==> config.mk <==
export PLATFORM = sky130hd
export DESIGN_NAME = lane_aligner
export DESIGN_NICKNAME = d
export VERILOG_FILES = /design/src/rtl/lane_align_pkg.sv /design/src/rtl/lane_mask_gen.sv /design/src/rtl/lane_write_steer.sv /design/src/rtl/lane_read_steer.sv /design/src/rtl/lane_aligner.sv
export SDC_FILE = /design/constraint.sdc
export NUM_CORES = 1
export LEC_CHECK = 0
export BUFFER_PORTS_ARGS = -buffer_cell sky130_fd_sc_hd__buf_2
export CAP_MARGIN = 5
export CORE_ASPECT_RATIO = 2
export CORE_MARGIN = 4
export CORE_UTILIZATION = 30
export CTS_CLUSTER_DIAMETER = 30
export DETAILED_ROUTE_END_ITERATION = 10
export HOLD_SLACK_MARGIN = 0.06
export PLACE_DENSITY = 0.76
export SKIP_CTS_REPAIR_TIMING = 1
export SLEW_MARGIN = 20
export SYNTH_ARGS = -nofsm -noshare
export SYNTH_HDL_FRONTEND = slang
export SYNTH_SLANG_ARGS = --single-unit
==> constraint.sdc <==
create_clock -name clk -period 0.91 [get_ports clk]
set_input_delay 0.091 -clock clk [delete_from_list [all_inputs] [get_ports clk]]
set_output_delay 0.091 -clock clk [all_outputs]
set_load 0.05 [all_outputs]
==> src/rtl/lane_align_pkg.sv <==
package lane_align_pkg;

    // Access width carried on the host request.
    typedef enum logic [1:0] {
        SZ_LANE = 2'd0,
        SZ_PAIR = 2'd1,
        SZ_FULL = 2'd2,
        SZ_WIDE = 2'd3
    } acc_size_e;

    // Decoded view of a request shared by the steering stages.
    typedef struct packed {
        logic is_lane;
        logic is_pair;
        logic is_full;
    } acc_kind_t;

    function automatic acc_kind_t decode_size(input logic [1:0] code);
        acc_kind_t k;
        k = '0;
        unique case (acc_size_e'(code))
            SZ_LANE: k.is_lane = 1'b1;
            SZ_PAIR: k.is_pair = 1'b1;
            default: k.is_full = 1'b1;
        endcase
        return k;
    endfunction

endpackage

==> src/rtl/lane_mask_gen.sv <==
module lane_mask_gen
    import lane_align_pkg::*;
#(
    parameter int LANES = 4,
    localparam int OFS_W = $clog2(LANES)
) (
    input  acc_kind_t          kind,
    input  logic [OFS_W-1:0]   ofs,
    output logic [LANES-1:0]   be
);

    localparam logic [LANES-1:0] ONE_LANE = {{(LANES-1){1'b0}}, 1'b1};
    localparam logic [LANES-1:0] TWO_LANE = {{(LANES-2){1'b0}}, 2'b11};

    logic [OFS_W-1:0] pair_base;

    always_comb begin
        pair_base = {ofs[OFS_W-1:1], 1'b0};
        if (kind.is_lane)
            be = ONE_LANE << ofs;
        else if (kind.is_pair)
            be = TWO_LANE << pair_base;
        else
            be = '1;
    end

endmodule

==> src/rtl/lane_write_steer.sv <==
module lane_write_steer
    import lane_align_pkg::*;
#(
    parameter int LANE_W    = 8,
    parameter int LANES     = 4,
    parameter bit ALIGN_LOW = 1'b0,
    localparam int DATA_W   = LANE_W * LANES
) (
    input  acc_kind_t          kind,
    input  logic [LANES-1:0]   be,
    input  logic [DATA_W-1:0]  host_wdata,
    output logic [DATA_W-1:0]  mem_wdata
);

    for (genvar i = 0; i < LANES; i++) begin : g_lane
        if (ALIGN_LOW) begin : g_low
            // Narrow data is repeated so the mask alone picks the lane.
            always_comb begin
                if (kind.is_lane)
                    mem_wdata[i*LANE_W +: LANE_W] = host_wdata[LANE_W-1:0];
                else if (kind.is_pair)
                    mem_wdata[i*LANE_W +: LANE_W] = host_wdata[(i%2)*LANE_W +: LANE_W];
                else
                    mem_wdata[i*LANE_W +: LANE_W] = host_wdata[i*LANE_W +: LANE_W];
            end
        end else begin : g_nat
            // Data already sits on its lane; unused lanes are cleared.
            always_comb begin
                mem_wdata[i*LANE_W +: LANE_W] =
                    be[i] ? host_wdata[i*LANE_W +: LANE_W] : '0;
            end
        end
    end

endmodule

==> src/rtl/lane_read_steer.sv <==
module lane_read_steer
    import lane_align_pkg::*;
#(
    parameter int LANE_W    = 8,
    parameter int LANES     = 4,
    parameter bit ALIGN_LOW = 1'b0,
    localparam int DATA_W   = LANE_W * LANES,
    localparam int OFS_W    = $clog2(LANES)
) (
    input  logic               clk,
    input  logic               rst,
    input  logic               rd_valid,
    input  acc_kind_t          kind,
    input  logic [OFS_W-1:0]   ofs,
    input  logic [LANES-1:0]   be,
    input  logic [DATA_W-1:0]  mem_rdata,
    output logic [DATA_W-1:0]  host_rdata
);

    logic [DATA_W-1:0] steered;

    if (ALIGN_LOW) begin : g_low
        logic [OFS_W-1:0] pair_base;
        always_comb begin
            pair_base = {ofs[OFS_W-1:1], 1'b0};
            steered   = '0;
            if (kind.is_lane)
                steered[LANE_W-1:0] = mem_rdata[ofs*LANE_W +: LANE_W];
            else if (kind.is_pair)
                steered[2*LANE_W-1:0] = mem_rdata[pair_base*LANE_W +: 2*LANE_W];
            else
                steered = mem_rdata;
        end
    end else begin : g_nat
        for (genvar i = 0; i < LANES; i++) begin : g_lane
            always_comb begin
                steered[i*LANE_W +: LANE_W] =
                    be[i] ? mem_rdata[i*LANE_W +: LANE_W] : '0;
            end
        end
    end

    always_ff @(posedge clk) begin
        if (rst)
            host_rdata <= '0;
        else if (rd_valid)
            host_rdata <= steered;
    end

    AST_RD_HOLD: assert property (@(posedge clk) disable iff (rst)
        !rd_valid |=> $stable(host_rdata));

    if (ALIGN_LOW) begin : g_chk_low
        AST_RD_NARROW_HIGH_ZERO: assert property (@(posedge clk) disable iff (rst)
            (rd_valid && kind.is_lane) |=> (host_rdata[DATA_W-1:LANE_W] == '0));
    end

endmodule

==> src/rtl/lane_aligner.sv <==
module lane_aligner
    import lane_align_pkg::*;
#(
    parameter int LANE_W    = 8,
    parameter int LANES     = 4,
    parameter bit ALIGN_LOW = 1'b0,
    localparam int DATA_W   = LANE_W * LANES,
    localparam int OFS_W    = $clog2(LANES)
) (
    input  logic               clk,
    input  logic               rst,
    input  logic [1:0]         acc_size,
    input  logic [OFS_W-1:0]   addr_lo,
    input  logic [DATA_W-1:0]  host_wdata,
    input  logic [DATA_W-1:0]  mem_rdata,
    input  logic               rd_valid,
    output logic [DATA_W-1:0]  mem_wdata,
    output logic [LANES-1:0]   mem_be,
    output logic [DATA_W-1:0]  host_rdata
);

    acc_kind_t kind;
    assign kind = decode_size(acc_size);

    lane_mask_gen #(.LANES(LANES)) u_mask (
        .kind (kind),
        .ofs  (addr_lo),
        .be   (mem_be)
    );

    lane_write_steer #(.LANE_W(LANE_W), .LANES(LANES), .ALIGN_LOW(ALIGN_LOW)) u_wr (
        .kind       (kind),
        .be         (mem_be),
        .host_wdata (host_wdata),
        .mem_wdata  (mem_wdata)
    );

    lane_read_steer #(.LANE_W(LANE_W), .LANES(LANES), .ALIGN_LOW(ALIGN_LOW)) u_rd (
        .clk        (clk),
        .rst        (rst),
        .rd_valid   (rd_valid),
        .kind       (kind),
        .ofs        (addr_lo),
        .be         (mem_be),
        .mem_rdata  (mem_rdata),
        .host_rdata (host_rdata)
    );

    AST_LANE_SINGLE: assert property (@(posedge clk) disable iff (rst)
        (acc_size == 2'd0) |-> ($countones(mem_be) == 1 && mem_be[addr_lo]));

    AST_PAIR_DOUBLE: assert property (@(posedge clk) disable iff (rst)
        (acc_size == 2'd1) |-> ($countones(mem_be) == 2
                                && mem_be[{addr_lo[OFS_W-1:1], 1'b0}]));

    AST_FULL_ALL: assert property (@(posedge clk) disable iff (rst)
        acc_size[1] |-> (mem_be == {LANES{1'b1}}));

    if (!ALIGN_LOW) begin : g_chk_nat
        for (genvar i = 0; i < LANES; i++) begin : g_lane
            AST_WR_UNSEL_ZERO: assert property (@(posedge clk) disable iff (rst)
                !mem_be[i] |-> (mem_wdata[i*LANE_W +: LANE_W] == '0));
        end
    end

endmodule

# [After elaboration in Yosys (flattened, before gate mapping)]
# Index checks and enable logic that the tools add are counted.
[totals] ff_bits=32 latch_bits=0 ram_bits=0 rom_bits=0 in_bits=71 output_inout_bits=68 elab_cells=17 memories=0
[op_classes] addsub=0 n_mul=0 n_div=0 n_lt_le_gt_ge=0 eq_ne=1 shift=2 mux=12 bitwise_logic=0 n_reduce_logical=1
[op_table] op="8-bit two-way mux" count=8
[op_table] op="4-bit two-way mux" count=2
[op_table] op="1-bit by 2-bit << shifter with 4-bit output (first input constant)" count=1
[op_table] op="2-bit by 2-bit << shifter with 4-bit output (first input constant)" count=1
[op_table] op="2-bit by 1-bit == test with 1-bit output (second input constant)" count=1
[op_table] op="2-bit logical NOT" count=1
[op_table] op="1-bit two-way mux" count=2

# [Logic depth before layout (Yosys ltp)]
# Gate-level depths: netlist of run 1.
[depth] ltp_word=5 mapped_depth=3 mapped_depth_nobuf=3

# [Modules after synthesis]
# From an unflattened synthesis of run 1, not the netlist that was laid out.
[unflattened] hier_cells=184 area_unflattened_um2=1532.7
[modules_own_cells] module="lane_read_steer" instances=1 cells_each=142 area_each_um2=1275.0 seq_area_each_um2=640.6
[modules_own_cells] module="lane_write_steer" instances=1 cells_each=32 area_each_um2=200.2 seq_area_each_um2=0.0
[modules_own_cells] module="lane_mask_gen" instances=1 cells_each=7 area_each_um2=43.8 seq_area_each_um2=0.0
[modules_own_cells] module="lane_aligner" instances=1 cells_each=3 area_each_um2=13.8 seq_area_each_um2=0.0

# [Worst setup path before layout of run 1]
# OpenSTA, ideal clock, no wires.
[synth_timing] path_kind="input to output" startpoint="input acc_size[0]" endpoint="output mem_wdata[0]" arrival_time_ns=1.786 t_required_ns=0.819 path_slack_ns=-0.967 path_stages=3 n_path_buf=0 cell_sequence="and2b_1 o21bai_1 and2_1"
[synth_between] elab_chain_cells=5 elab_cells_between_ends=7 cone_classes="1 x eq/ne; 5 x mux; 1 x reduce/logical"
[synth_lines] element="start, declared" line_no="lane_aligner.sv:12" rtl="input logic [1:0] acc_size,"
[synth_lines] element="2-bit by 1-bit == test with 1-bit output"
[synth_lines] element="1-bit two-way mux" line_no="lane_align_pkg.sv:21" rtl="unique case (acc_size_e'(code))"
[synth_lines] element="4-bit two-way mux" line_no="lane_mask_gen.sv:21" rtl="else if (kind.is_pair)"
[synth_lines] element="4-bit two-way mux *" line_no="lane_mask_gen.sv:19" rtl="if (kind.is_lane)"
[synth_lines] element="named net mem_be[0]" line_no="lane_aligner.sv:18" rtl="output logic [LANES-1:0] mem_be,"
[synth_lines] element="8-bit two-way mux *" line_no="lane_write_steer.sv:30" rtl="be[i] ? host_wdata[i*LANE_W +: LANE_W] : '0;"
[synth_lines] element="end, declared" line_no="lane_aligner.sv:17" rtl="output logic [DATA_W-1:0] mem_wdata,"
# The timed path passes the listed nets; every way through them passes the cells marked *.

# [Worst setup path in the final report of run 1]
[layout_timing] startpoint="input addr_lo[0]" endpoint="output mem_wdata[25]"
[layout_between] elab_chain_cells=3
[layout_lines] element="start, declared" line_no="lane_aligner.sv:13" rtl="input logic [OFS_W-1:0] addr_lo,"
[layout_lines] element="1-bit by 2-bit << shifter with 4-bit output" line_no="lane_mask_gen.sv:20" rtl="be = ONE_LANE << ofs;"
[layout_lines] element="4-bit two-way mux" line_no="lane_mask_gen.sv:19"
[layout_lines] element="8-bit two-way mux" line_no="lane_write_steer.sv:30"
# Every way passes these cells.

==> impl_metrics.json, run 1 <==
{
  "power.leakage_nw": 1.584,
  "comb_power_share_pct": 41.0,
  "ys.flop_type": "dfxtp_1",
  "synthAdderAreaFrac_pct": 0,
  "maxCapViolCount": 0,
  "setup_viol": 36,
  "groute.usage.overall_pct": 17.29,
  "crit_family": "simple AND/OR/NAND/NOR gates",
  "initialDrtViolationCount": 19,
  "regMostFlops": "u_rd.host_rdata",
  "syn_nets": 188,
  "core_mm2": 0.004088,
  "violations": "negative setup slack",
  "synthArstFlopShare_pct": 0,
  "dp_hpwl_um": 3885,
  "routedWlPerCell_um": 18.64,
  "drc": 0,
  "fin_area_mm2": 0.003286,
  "synth_xor_xnor_area_share_pct": 0,
  "dpl_cell_area_mm2": 0.002301,
  "swShare_pct": 34.57,
  "cp-end-kind": "output pin",
  "start_kind": "input port",
  "tns_ps": -5308,
  "grt_pass1_wl_um": 7024,
  "clockPowerShare_pct": 26.7,
  "die_x_um": 54.08,
  "fin_crit_ps": 1188,
  "required_ps": 820,
  "synth_top_family_by_area": "compound AO/OA/AOI/OAI gates",
  "crit_top_cell": "buf_6",
  "maxSlewHeadroom_pct": 74.61,
  "syn-cell-area_mm2": 0.001274,
  "post-route-util_pct": 80.38,
  "nNetsFinal": 381,
  "path_cells": "buf_6 -> or2_4 -> a21oi_4 -> buf_6 -> and2b_4 -> buf_8",
  "hold-worst-slack_ps": 77.77,
  "cts_tree": "yes",
  "syn_to_final_growth_pct": 158.0,
  "final_common_cell": "buf_2",
  "largestRegisters": "u_rd.host_rdata x32",
  "io_pins": 139,
  "antenna_found_initial": 0,
  "yosysUniqueCellTypes": 16,
  "drive_above_1_share_pct": 72.03,
  "largest_reg_flops": 32,
  "rows": 33,
  "pre_cts_slack_ps": -313.2,
  "avgSynthCellArea_um2": 10.89,
  "internal_power_mw": 3.191,
  "ir_worst_vdd_mv": 1.247,
  "arrival_ps": 1100,
  "synth_compound_gate_area_share_pct": 28.00,
  "status": "finished, violations left",
  "htreeDepth": 2,
  "cts_buffers": 5,
  "die_h_um": 100.2,
  "portBuffers": 138,
  "start_util_pct": 31.16,
  "rsz0062_at_grt": "true",
  "drtAntennaViolNets": 0,
  "p_per_area_mw_per_mm2": 1484,
  "synthTopCellsByArea": "dfxtp_1 50%, a22o_1 22%, and2_1 7.9%",
  "vias": 1789,
  "ys_ff_latch": 32,
  "grt.overflow.total": 0,
  "clk_latency_ps": 270,
  "setup_ws_ps": -278.1,
  "synth_warnings": 0,
  "finalCritPeriodShare_pct": 130.6,
  "layout_common_cells": "72 x buf_2, 57 x buf_6, 32 x a22o_1, 31 x dlygate4sd3_1, 18 x dfxtp_1",
  "fmaxAchievable_mhz": 841.7,
  "grt_pass1_vias": 1616,
  "worst_path_max_delay_cell": "or2_4",
  "dieArea_mm2": 0.005416,
  "cts-root-buf": "clkbuf_8",
  "gp_congestion": 0.7745,
  "hp-class": "in -> reg",
  "yosysTopAreaCell": "dfxtp_1",
  "grt_max_degree": 21,
  "max_stage_delay_ps": 250,
  "synth-edff-count": 0,
  "clock_sinks": 32,
  "netlist.area_leader.share_pct": 50.29,
  "fin_worst_skew_ps": 0,
  "hold_violations": 0,
  "tightest_slew_ps": 380.8,
  "clk_pin_slew_ps": 60,
  "critical_path_buf_inv_count": 3,
  "n_antenna_cell": 0,
  "synth_cells": 117,
  "p_sw_mw": 1.686,
  "crit_fanout": 6,
  "cts_buffer_depth": 2,
  "seqPwrFrac_pct": 32.3,
  "synth_simple_gate_area_share_pct": 20.24,
  "wirelength_um": 6765,
  "ys_seq_area_share_pct": 50.29,
  "dr.pass1.iters": 4,
  "slew_viol_final": 0,
  "crit_type": "in -> out",
  "synth.mux.area_fraction_pct": 0,
  "viasPerCell": 4.928
}
[power groups by stage]
| stage | logic [mW] | clock network, mW | registers (mW) |
|---|---|---|---|
| global placement | 1.52 | 0 | 1.56 |
| global route | 2.08 | 1.37 | 1.58 |
| detailed placement | 1.53 | 0 | 1.57 |
| CTS | 1.54 | 1.34 | 1.54 |
| floorplan | 0.724 | 0 | 1.88 |
| finish | 2.00 | 1.30 | 1.57 |
[per-layer routing]
metal	global-route usage, %	up-vias	share of wire [%]
li1	-	817	-
met1	16.19	836	30
met2	32.90	122	57
met3	4.606	14	10
met4	6.910	0	2.8
met5	0	-	0
[cells in the mapped netlist (3+ instances only)]
cell,n
a22o_1,32
and2_1,16
and2b_1,8
clkbuf_1,3
dfxtp_1,32
nor2b_1,9
[kinds of logic (layout without fill, tap and decap cells)]
logic type	after synthesis	count (layout)
AO/OA/AOI/OAI	40	42
buffers and inverters	5	197
flip-flops	32	32
AND/OR/NAND/NOR	40	40
[path summary, 6_finish.rpt]
check                                         start             endpoint  slack, ps  cells past startpoint
worst max-delay path                     addr_lo[0]        mem_wdata[25]       -280                      6
worst min-delay path                  mem_rdata[10]  u_rd.host_rdata[10]         80                      2
worst max register to register  u_rd.host_rdata[16]  u_rd.host_rdata[16]        230                      1
worst min register to register  u_rd.host_rdata[14]  u_rd.host_rdata[14]        480                      1
[per-stage QoR]
stage / power (mW) / std cells
floorplan: 2.609 / 117
detailed placement: 3.099 / 316
global placement: 3.083 / 316
global route: 5.026 / 363
CTS: 4.416 / 324
finish: 4.877 / 363
[cell type report]
class	instances	area (µm²)
well taps	52	65.06
clock inverters	2	35.03
flip-flops and latches	32	658.1
multi-input cells	82	814.5
fillers	206	802.0
repair buffers	187	1633
clock buffers	6	72.57
inverters	2	7.507
Note: power is estimated with default switching activity, not from simulation.
==> inputs of run 2 (changes only) <==
--- a/config.mk
+++ b/config.mk
@@ -7,7 +7,7 @@
 export LEC_CHECK = 0
 export BUFFER_PORTS_ARGS = -buffer_cell sky130_fd_sc_hd__buf_2
 export CAP_MARGIN = 5
-export CORE_ASPECT_RATIO = 2
+export CORE_ASPECT_RATIO = 1.25
 export CORE_MARGIN = 4
 export CORE_UTILIZATION = 30
 export CTS_CLUSTER_DIAMETER = 30
==> run 2 against run 1 <==
Against the previous run: the run still ends with negative setup slack left; via count is 1.8% higher; cell area is 1.6% higher; final cell count is 1.7% higher; combinational power is 3% higher; first-iteration DRC count grew to 3.0 times the previous value; critical endpoint is now mem_wdata[31]; worst hold slack better by 300 ps; global-route usage is 0.40 points lower.
==> impl_metrics.json, run 2 (synthesis gave the netlist of run 1 again) <==
{
  "violations": "negative setup slack",
  "clk_pin_slew_ps": 60,
  "largest_reg_flops": 32,
  "fin_worst_skew_ps": 0,
  "crit_type": "in -> out",
  "p_per_area_mw_per_mm2": 1426,
  "rows": 26,
  "crit_top_cell": "buf_6",
  "cts_buffer_depth": 2,
  "p_total_mw": 4.759,
  "cts-root-buf": "clkbuf_8",
  "dp.cells": 322,
  "max_stage_delay_ps": 270,
  "groute.usage.overall_pct": 16.89,
  "n_antenna_cell": 0,
  "start_kind": "input port",
  "swShare_pct": 36.75,
  "clock_sinks": 32,
  "initialDrtViolationCount": 57,
  "hold_violations": 0,
  "wirelength_um": 7552,
  "path_cells": "buf_6 -> or2_4 -> a21oi_4 -> and2b_4 -> buf_6",
  "dp_hpwl_um": 3846,
  "pre_cts_slack_ps": -293.7,
  "nNetsFinal": 383,
  "dr.pass1.iters": 4,
  "regMostFlops": "u_rd.host_rdata",
  "crit_fanout": 5,
  "fmaxAchievable_mhz": 880.4,
  "final_common_cell": "buf_2",
  "dieArea_mm2": 0.005359,
  "portBuffers": 138,
  "stdcell_count": 369,
  "finalCritPeriodShare_pct": 124.8,
  "grt.overflow.total": 0,
  "slew_viol_final": 0,
  "rsz0062_at_grt": "true",
  "clk_latency_ps": 280,
  "maxCapViolCount": 0,
  "setup_viol": 36,
  "seqPwrFrac_pct": 33.4,
  "p_sw_mw": 1.749,
  "syn_to_final_growth_pct": 162.1,
  "routedWlPerCell_um": 20.47,
  "drtAntennaViolNets": 0,
  "layout_common_cells": "67 x buf_2, 59 x buf_6, 32 x a22o_1, 32 x dlygate4sd3_1, 29 x dfxtp_2",
  "cts_buffers": 5,
  "io_pins": 139,
  "cp-end-kind": "output pin",
  "largestRegisters": "u_rd.host_rdata x32",
  "required_ps": 820,
  "die_h_um": 80.85,
  "status": "finished, violations left",
  "fin_crit_ps": 1136,
  "clockPowerShare_pct": 23.5,
  "hp-class": "in -> reg",
  "antenna_found_initial": 0,
  "vias": 1821,
  "cts_tree": "yes",
  "drc": 0,
  "tightest_slew_ps": 402.4,
  "maxSlewHeadroom_pct": 73.17,
  "htreeDepth": 2,
  "hold_path_depth": 3,
  "arrival_ps": 1040,
  "rr_worst_depth": 1,
  "core_mm2": 0.004099,
  "grt_pass1_vias": 1635,
  "grt_pass1_wl_um": 7058,
  "ir_worst_vdd_mv": 0.8234,
  "gp_congestion": 0.7634,
  "setup_ws_ps": -225.9,
  "power.leakage_nw": 1.599,
  "comb_power_share_pct": 43.1,
  "drive_above_1_share_pct": 77.00,
  "grt_max_degree": 14,
  "worst_path_max_delay_cell": "or2_4",
  "die_x_um": 66.28,
  "start_util_pct": 31.07,
  "viasPerCell": 4.935,
  "internal_power_mw": 3.011
}
==> run 2: changes by cell type in the layout (fill, tap and decap cells not counted), sizes merged <==
cell	previous run	this run
a21oi	2	3
bufinv	1	0
clkinv	1	2
dlygate4sd3	31	32
==> run 2: per-layer routing <==
metal  wire length (µm)  GRT usage (%)
met5                  0              0
met4                212          7.520
met3                593          4.841
met2               4206          30.78
met1               2540          17.70
==> run 2: stage by stage <==
stage	setup TNS (ps)	hold WS [ps]	cell area, µm²	utilization, %
6_report	-4543	373.6	3338	81.44
2_1_floorplan	-2289	216.7	1409	-
3_3_place_gp	-14550	299.9	2278	55.59
4_1_cts	-9837	9.331	2371	57.84
3_5_place_dp	-15650	303.8	2278	55.59
5_1_grt	-5479	383.5	3338	81.44
==> run 2: worst paths after layout <==
check	slack, ps	start	to
min reg2reg	480	u_rd.host_rdata[16]	u_rd.host_rdata[16]
max reg2reg	220	u_rd.host_rdata[31]	u_rd.host_rdata[31]
max	-230	addr_lo[0]	mem_wdata[31]
min	370	addr_lo[1]	u_rd.host_rdata[8]
==> run 2: final cells by class <==
class | instances | area [µm²]
Clock buffer | 6 | 82.58
Sequential cell | 32 | 676.9
Inverter | 2 | 7.507
Clock inverter | 2 | 10.01
Multi-Input combinational cell | 83 | 835.8
Timing Repair Buffer | 188 | 1655
Tap cell | 56 | 70.07
Fill cell | 224 | 760.7
==> run 2: power groups by stage <==
stage               clock, mW  combinational (mW)  sequential (mW)
global placement            0                1.49             1.57
global route             1.19                2.12             1.60
detailed placement          0                1.50             1.57
finish                   1.12                2.05             1.59
floorplan                   0               0.724             1.88
CTS                      1.14                1.51             1.54
==> run 2: worst max-delay path, delay by kind of cell <==
kind	cells	cell delay [ps]
simple gates	2	490
compound gates	1	200
buf+inv	2	250
